## config.mk

```make
export PLATFORM = sky130hd
export DESIGN_NAME = pwm_chan_top
export DESIGN_NICKNAME = d
export VERILOG_FILES = /design/src/rtl/pwm_pkg.sv /design/src/rtl/pwm_regs.sv /design/src/rtl/pwm_prescaler.sv /design/src/rtl/pwm_period_ctl.sv /design/src/rtl/pwm_compare.sv /design/src/rtl/pwm_chan_top.sv
export SDC_FILE = /design/constraint.sdc
export NUM_CORES = 1
export LEC_CHECK = 0
export BUFFER_PORTS_ARGS = -buffer_cell sky130_fd_sc_hd__buf_4
export CORE_MARGIN = 10
export CORE_UTILIZATION = 46
export DETAILED_ROUTE_END_ITERATION = 8
export HOLD_SLACK_MARGIN = 0.08
export SLEW_MARGIN = 20
export SYNTH_ARGS = -nofsm -noshare
export SYNTH_HDL_FRONTEND = slang
export SYNTH_SLANG_ARGS = --single-unit
```

## constraint.sdc

```tcl
create_clock -name clk -period 6.96 [get_ports clk]
set_clock_uncertainty 0.05 [all_clocks]
set_input_delay 1.392 -clock clk [delete_from_list [all_inputs] [get_ports clk]]
set_output_delay 1.392 -clock clk [all_outputs]
set_load 0.005 [all_outputs]
```

## src/rtl/pwm_pkg.sv

```systemverilog
package pwm_pkg;
  localparam int PSC_W_DEF = 6;
  localparam int CNT_W_DEF = 10;
  localparam int ADDR_W    = 2;

  typedef enum logic [ADDR_W-1:0] {
    SEL_CTRL = 2'd0,
    SEL_DUTY = 2'd1,
    SEL_PER  = 2'd2,
    SEL_NONE = 2'd3
  } reg_sel_e;
endpackage

```

## src/rtl/pwm_regs.sv

```systemverilog
module pwm_regs
  import pwm_pkg::*;
#(
  parameter int PSC_W  = PSC_W_DEF,
  parameter int CNT_W  = CNT_W_DEF,
  parameter int DATA_W = CNT_W + 1
) (
  input  logic              clk,
  input  logic              rst_n,
  input  logic              wr_en,
  input  logic [ADDR_W-1:0] addr,
  input  logic [DATA_W-1:0] wdata,
  output logic [DATA_W-1:0] rdata,
  output logic [PSC_W-1:0]  psc_q,
  output logic              abrupt_q,
  output logic [CNT_W-1:0]  dc_q,
  output logic              full_q,
  output logic [CNT_W-1:0]  pv_q
);
  localparam int CTRL_W = PSC_W + 1;

  logic [CTRL_W-1:0] ctrl_q, ctrl_d;
  logic [CNT_W:0]    duty_q, duty_d;
  logic [CNT_W-1:0]  per_q, per_d;
  reg_sel_e          sel;

  assign sel = reg_sel_e'(addr);

  always_comb begin
    ctrl_d = ctrl_q;
    duty_d = duty_q;
    per_d  = per_q;
    if (wr_en) begin
      unique case (sel)
        SEL_CTRL: ctrl_d = wdata[CTRL_W-1:0];
        SEL_DUTY: duty_d = wdata[CNT_W:0];
        SEL_PER:  per_d  = wdata[CNT_W-1:0];
        default:  ;
      endcase
    end
  end

  always_ff @(posedge clk or negedge rst_n) begin
    if (!rst_n) begin
      ctrl_q <= '0;
      duty_q <= '0;
      per_q  <= '0;
    end else if (wr_en) begin
      ctrl_q <= ctrl_d;
      duty_q <= duty_d;
      per_q  <= per_d;
    end
  end

  always_comb begin
    rdata = '0;
    unique case (sel)
      SEL_CTRL: rdata[CTRL_W-1:0] = ctrl_q;
      SEL_DUTY: rdata[CNT_W:0]    = duty_q;
      SEL_PER:  rdata[CNT_W-1:0]  = per_q;
      default:  rdata = '0;
    endcase
  end

  assign psc_q    = ctrl_q[PSC_W-1:0];
  assign abrupt_q = ctrl_q[PSC_W];
  assign dc_q     = duty_q[CNT_W-1:0];
  assign full_q   = duty_q[CNT_W];
  assign pv_q     = per_q;
endmodule

```

## src/rtl/pwm_prescaler.sv

```systemverilog
module pwm_prescaler #(
  parameter int PSC_W = 6
) (
  input  logic             clk,
  input  logic             rst_n,
  input  logic             run,
  input  logic             clr,
  input  logic [PSC_W-1:0] limit,
  output logic [PSC_W-1:0] cnt,
  output logic             tick
);
  logic [PSC_W-1:0] cnt_d;
  logic             cnt_en;

  assign tick   = run && (cnt == limit);
  assign cnt_en = run || clr;

  always_comb begin
    if (clr)       cnt_d = '0;
    else if (tick) cnt_d = '0;
    else           cnt_d = cnt + 1'b1;
  end

  always_ff @(posedge clk or negedge rst_n) begin
    if (!rst_n)      cnt <= '0;
    else if (cnt_en) cnt <= cnt_d;
  end
endmodule

```

## src/rtl/pwm_period_ctl.sv

```systemverilog
module pwm_period_ctl #(
  parameter int PSC_W = 6,
  parameter int CNT_W = 10
) (
  input  logic             clk,
  input  logic             rst_n,
  input  logic             chan_en,
  input  logic             abrupt_mode,
  input  logic             tick,
  input  logic [PSC_W-1:0] psc_reg,
  input  logic [CNT_W-1:0] dc_reg,
  input  logic             full_reg,
  input  logic [CNT_W-1:0] pv_reg,
  output logic             running,
  output logic             start,
  output logic             abrupt_stop,
  output logic             period_end,
  output logic [CNT_W-1:0] cnt,
  output logic [PSC_W-1:0] psc_act,
  output logic [CNT_W-1:0] dc_act,
  output logic             full_act,
  output logic [CNT_W-1:0] pv_act
);
  logic             run_d;
  logic [CNT_W-1:0] cnt_d;
  logic             load;

  assign start       = !running && chan_en;
  assign abrupt_stop = running && !chan_en && abrupt_mode;
  assign period_end  = running && tick && (cnt == pv_act);
  assign load        = start || (period_end && chan_en && !abrupt_stop);

  always_comb begin
    run_d = running;
    cnt_d = cnt;
    if (start) begin
      run_d = 1'b1;
      cnt_d = '0;
    end else if (abrupt_stop) begin
      run_d = 1'b0;
      cnt_d = '0;
    end else if (period_end) begin
      cnt_d = '0;
      run_d = chan_en;
    end else if (running && tick) begin
      cnt_d = cnt + 1'b1;
    end
  end

  always_ff @(posedge clk or negedge rst_n) begin
    if (!rst_n) begin
      running <= 1'b0;
      cnt     <= '0;
    end else begin
      running <= run_d;
      cnt     <= cnt_d;
    end
  end

  always_ff @(posedge clk or negedge rst_n) begin
    if (!rst_n) begin
      psc_act  <= '0;
      dc_act   <= '0;
      full_act <= 1'b0;
      pv_act   <= '0;
    end else if (load) begin
      psc_act  <= psc_reg;
      dc_act   <= dc_reg;
      full_act <= full_reg;
      pv_act   <= pv_reg;
    end
  end
endmodule

```

## src/rtl/pwm_compare.sv

```systemverilog
module pwm_compare #(
  parameter int CNT_W = 10
) (
  input  logic             running,
  input  logic [CNT_W-1:0] cnt,
  input  logic [CNT_W-1:0] dc_act,
  input  logic             full_act,
  output logic             pwm_out
);
  always_comb begin
    pwm_out = running && (full_act || (cnt < dc_act));
  end
endmodule

```

## src/rtl/pwm_chan_top.sv

```systemverilog
module pwm_chan_top
  import pwm_pkg::*;
#(
  parameter int PSC_W  = PSC_W_DEF,
  parameter int CNT_W  = CNT_W_DEF,
  parameter int DATA_W = CNT_W + 1
) (
  input  logic              clk,
  input  logic              rst_n,
  input  logic              chan_en,
  input  logic              wr_en,
  input  logic [ADDR_W-1:0] addr,
  input  logic [DATA_W-1:0] wdata,
  output logic [DATA_W-1:0] rdata,
  output logic              pwm_out
);
  logic [1:0]       rst_sync;
  logic             rst_sync_n;
  logic [PSC_W-1:0] psc_q, psc_act, psc_cnt;
  logic [CNT_W-1:0] dc_q, pv_q, dc_act, pv_act, cnt_q;
  logic             abrupt_q, full_q, full_act;
  logic             run_q, start, abrupt_stop, period_end, tick;

  always_ff @(posedge clk or negedge rst_n) begin
    if (!rst_n) rst_sync <= 2'b00;
    else        rst_sync <= {rst_sync[0], 1'b1};
  end
  assign rst_sync_n = rst_sync[1];

  pwm_regs #(.PSC_W(PSC_W), .CNT_W(CNT_W), .DATA_W(DATA_W)) regs_i (
    .clk(clk), .rst_n(rst_sync_n), .wr_en(wr_en), .addr(addr), .wdata(wdata),
    .rdata(rdata), .psc_q(psc_q), .abrupt_q(abrupt_q), .dc_q(dc_q),
    .full_q(full_q), .pv_q(pv_q)
  );

  pwm_prescaler #(.PSC_W(PSC_W)) psc_i (
    .clk(clk), .rst_n(rst_sync_n), .run(run_q), .clr(start || abrupt_stop),
    .limit(psc_act), .cnt(psc_cnt), .tick(tick)
  );

  pwm_period_ctl #(.PSC_W(PSC_W), .CNT_W(CNT_W)) per_i (
    .clk(clk), .rst_n(rst_sync_n), .chan_en(chan_en), .abrupt_mode(abrupt_q),
    .tick(tick), .psc_reg(psc_q), .dc_reg(dc_q), .full_reg(full_q),
    .pv_reg(pv_q), .running(run_q), .start(start), .abrupt_stop(abrupt_stop),
    .period_end(period_end), .cnt(cnt_q), .psc_act(psc_act), .dc_act(dc_act),
    .full_act(full_act), .pv_act(pv_act)
  );

  pwm_compare #(.CNT_W(CNT_W)) cmp_i (
    .running(run_q), .cnt(cnt_q), .dc_act(dc_act), .full_act(full_act),
    .pwm_out(pwm_out)
  );
endmodule

```

==> results.json <==
{
  "status": "complete, no violations",
  "synth_cell_types": 41,
  "vias": 3809,
  "core_area_mm2": 0.00973,
  "crit_buf_inv": 3,
  "fin_nets": 538,
  "worst-setup-path-type": "input port to primary output",
  "reg2reg_slack_ns": 3.91,
  "ys_warn_count": 0,
  "max_slew_margin_pct": 29.2,
  "path_max_fanout": 11,
  "max_cap_violations": 0,
  "hold_depth": 0,
  "fin_crit_sh_pct": 56.8,
  "fmax_mhz": 253,
  "hp-class": "flop to flop",
  "antenna_found_initial": 0,
  "p_per_area_mw_per_mm2": 237,
  "track_usage_pct": 16.2,
  "arrival_ns": 2.51,
  "grt_pass1_vias": 3733,
  "dp.cells": 628,
  "crit_cells": 6,
  "drive_above_1_share_pct": 15.3,
  "syn_area_mm2": 0.00456,
  "yosysSeqAreaShare_pct": 40.6,
  "slowest_delay_ns": 0.42,
  "syn-num-nets": 534,
  "ios": 29,
  "grt_max_degree": 73,
  "grt_pass1_wl_mm": 19.2,
  "cts_max_level": 3,
  "clkTransAtPathRegs_ns": 0.07,
  "fp.dieW_um": 120,
  "holdWs_ns": 0.307,
  "dieArea_mm2": 0.0143,
  "maxSlewViolCount": 0,
  "worstPathRequired_ns": 5.52,
  "drt-vias-per-instance": 5.91,
  "synth-edff-count": 0,
  "post_cts_buffers": 0,
  "setup_viol": 0,
  "syn_area_per_cell_um2": 9.08,
  "cp-start-kind": "input port",
  "hold_buffers": 0,
  "cp_top_family": "compound AO/OA/AOI/OAI gates",
  "ff2ff_path_depth": 5,
  "drc_errors": 0,
  "syn_inst": 502,
  "critical_path.cell_chain": "buf_4, inv_1, ha_1, a222oi_1, nor2_1, buf_4",
  "area_growth_pct": 10.5,
  "finalCriticalPeriod_ns": 3.96,
  "ys_ff_latch": 74,
  "synth-async-reset-ratio_pct": 100,
  "leakagePower_nw": 2.30,
  "end_kind": "primary output",
  "n_antenna_cell": 0,
  "worst_path_most_repeated_cell": "buf_4",
  "ir_drop_mv": 0.119,
  "tritoncts": "done",
  "clk_latency_ns": 0.36,
  "synth_ff_type": "dfrtp_1",
  "io_buffers": 28,
  "finalNonFillerCells": 644,
  "drt-total-wl_mm": 11.3,
  "cts_sinks": 74,
  "gp_congestion": 0.812,
  "drt_iter0_markers": 363,
  "fp-row-count": 36,
  "ctsRootBufferMaster": "clkbuf_8",
  "regArea_mm2": 0.00185,
  "postRouteAntennaNets": 0,
  "wl_per_cell_um": 17.5,
  "dpl.hpwl_mm": 7.64,
  "cts_buffers": 9,
  "hold_viol_final": 0,
  "multi_input_area_mm2": 0.00249,
  "worst_pin_slew_ns": 1.06,
  "n_fill_cell": 955,
  "dr.pass1.iters": 5,
  "overflow": 0,
  "die_y_um": 120,
  "initial_core_util_pct": 46.9,
  "critPathSlowestCell": "a222oi_1",
  "clockBufferDepth": 2,
  "setup_tns_ns": 0,
  "post_cts_resized": 0,
  "grt_setup_unrepaired": "false"
}
==> stage by stage <==
| stage | power (mW) | setup WS (ns) | area, um2 | utilization (%) |
|---|---|---|---|---|
| after floorplan | 0.722 | 3.32 | 4560 | - |
| after global placement | 0.793 | 3.11 | 4800 | 49.3 |
| after detailed placement | 0.802 | 3.02 | 4800 | 49.3 |
| after CTS | 1.20 | 3.01 | 5040 | 51.8 |
| after global routing | 1.26 | 2.89 | 5040 | 51.8 |
| final | 1.19 | 3.00 | 5040 | 51.8 |
==> layout make-up <==
type	instances	share of cell area (%)
clock inverter	4	1.44
tap	133	3.30
inverter	13	0.968
sequential	74	36.8
multi-input combinational	376	49.5
timing repair buffer	32	4.77
clock buffer	12	3.28
==> synthesized netlist by cell type, types with 4 or more instances <==
library cell | number | area, um2
mux2i_1 | 13 | 130
a21oi_1 | 5 | 25.0
ha_1 | 15 | 188
nor3_1 | 22 | 110
xor2_1 | 11 | 96.3
nand3_1 | 41 | 205
mux2_2 | 28 | 315
o21ai_0 | 9 | 45.0
a31oi_1 | 5 | 31.3
a222oi_1 | 16 | 160
nor2_1 | 13 | 48.8
dfrtp_1 | 74 | 1850
nand2_1 | 76 | 285
buf_2 | 11 | 55.1
o311ai_1 | 5 | 43.8
nand4_1 | 27 | 169
xnor2_1 | 9 | 78.8
clkbuf_1 | 25 | 93.8
or3_1 | 9 | 56.3
and2_1 | 24 | 150
inv_1 | 12 | 45.0
nor2b_1 | 4 | 25.0
nand3b_1 | 20 | 150
==> report_power, final <==
group / total (mW) / internal [mW] / switching, mW
Sequential: 0.563 / 0.484 / 0.0795
Combinational: 0.231 / 0.115 / 0.116
Clock: 0.401 / 0.231 / 0.170
==> metal layers <==
| layer | vias to the layer above | routed length, um | track usage [%] |
|---|---|---|---|
| met5 | - | 0 | 0 |
| met4 | 0 | 129 | 5.13 |
| met1 | 1881 | 5440 | 22.1 |
| met3 | 11 | 558 | 3.38 |
| li1 | 1825 | - | - |
| met2 | 92 | 5140 | 25.0 |
==> sequential cells by signal, summed over array words and instances, names as in the netlist, 2 cells and up <==
signal	cells
per_i.psc_act	6
psc_i.cnt	6
regs_i.duty_q	11
per_i.pv_act	10
regs_i.ctrl_q	7
per_i.cnt	10
rst_sync	2
per_i.dc_act	10
regs_i.pv_q	10
==> cells in the final DEF (no fill, tap or decap), types with 2 or more instances in the layout <==
cell,synthesis,layout
inv_1,12,12
a31oi_1,5,5
o21ai_0,9,9
nand3b_1,20,20
dfrtp_1,74,73
bufinv_16,0,2
clkbuf_8,0,12
nor2_1,13,13
a22oi_1,3,3
xor2_1,11,11
ha_1,15,15
nor2b_1,4,4
mux2_2,28,28
mux2i_1,13,13
or3_1,9,9
buf_4,0,32
xnor2_1,9,9
a21oi_1,5,5
a21o_1,3,3
nand2b_1,3,3
and2_1,24,24
and3_1,2,2
nand4_1,27,27
o211ai_1,2,2
nor3_1,22,22
o311ai_1,5,5
nand2_1,76,76
o2111ai_1,2,2
nand3_1,41,41
a222oi_1,16,16
==> path summary, 6_finish.rpt <==
check	start	end
setup / recovery	addr[0]	rdata[4]
hold / removal	rst_sync[0]$_DFF_PN0_	rst_sync[1]$_DFF_PN0_
setup reg to reg	per_i.running$_DFFE_PN0P_	per_i.full_act$_DFFE_PN0P_
hold reg to reg	rst_sync[0]$_DFF_PN0_	rst_sync[1]$_DFF_PN0_
max in group asynchronous	rst_sync[1]$_DFF_PN0_	regs_i.duty_q[1]$_DFFE_PN0P_
min in group asynchronous	rst_sync[1]$_DFF_PN0_	per_i.full_act$_DFFE_PN0P_
==> cells by family after synthesis <==
group,share of synthesized area [%]
other,0.0822
multiplexers,9.77
AO/OA/AOI/OAI,8.92
XOR/XNOR,3.84
buffers and inverters,4.75
AND/OR/NAND/NOR,27.9
adder cells (fa/ha/maj),4.12
flip-flops,40.6
(Power assumes the default switching activity.)
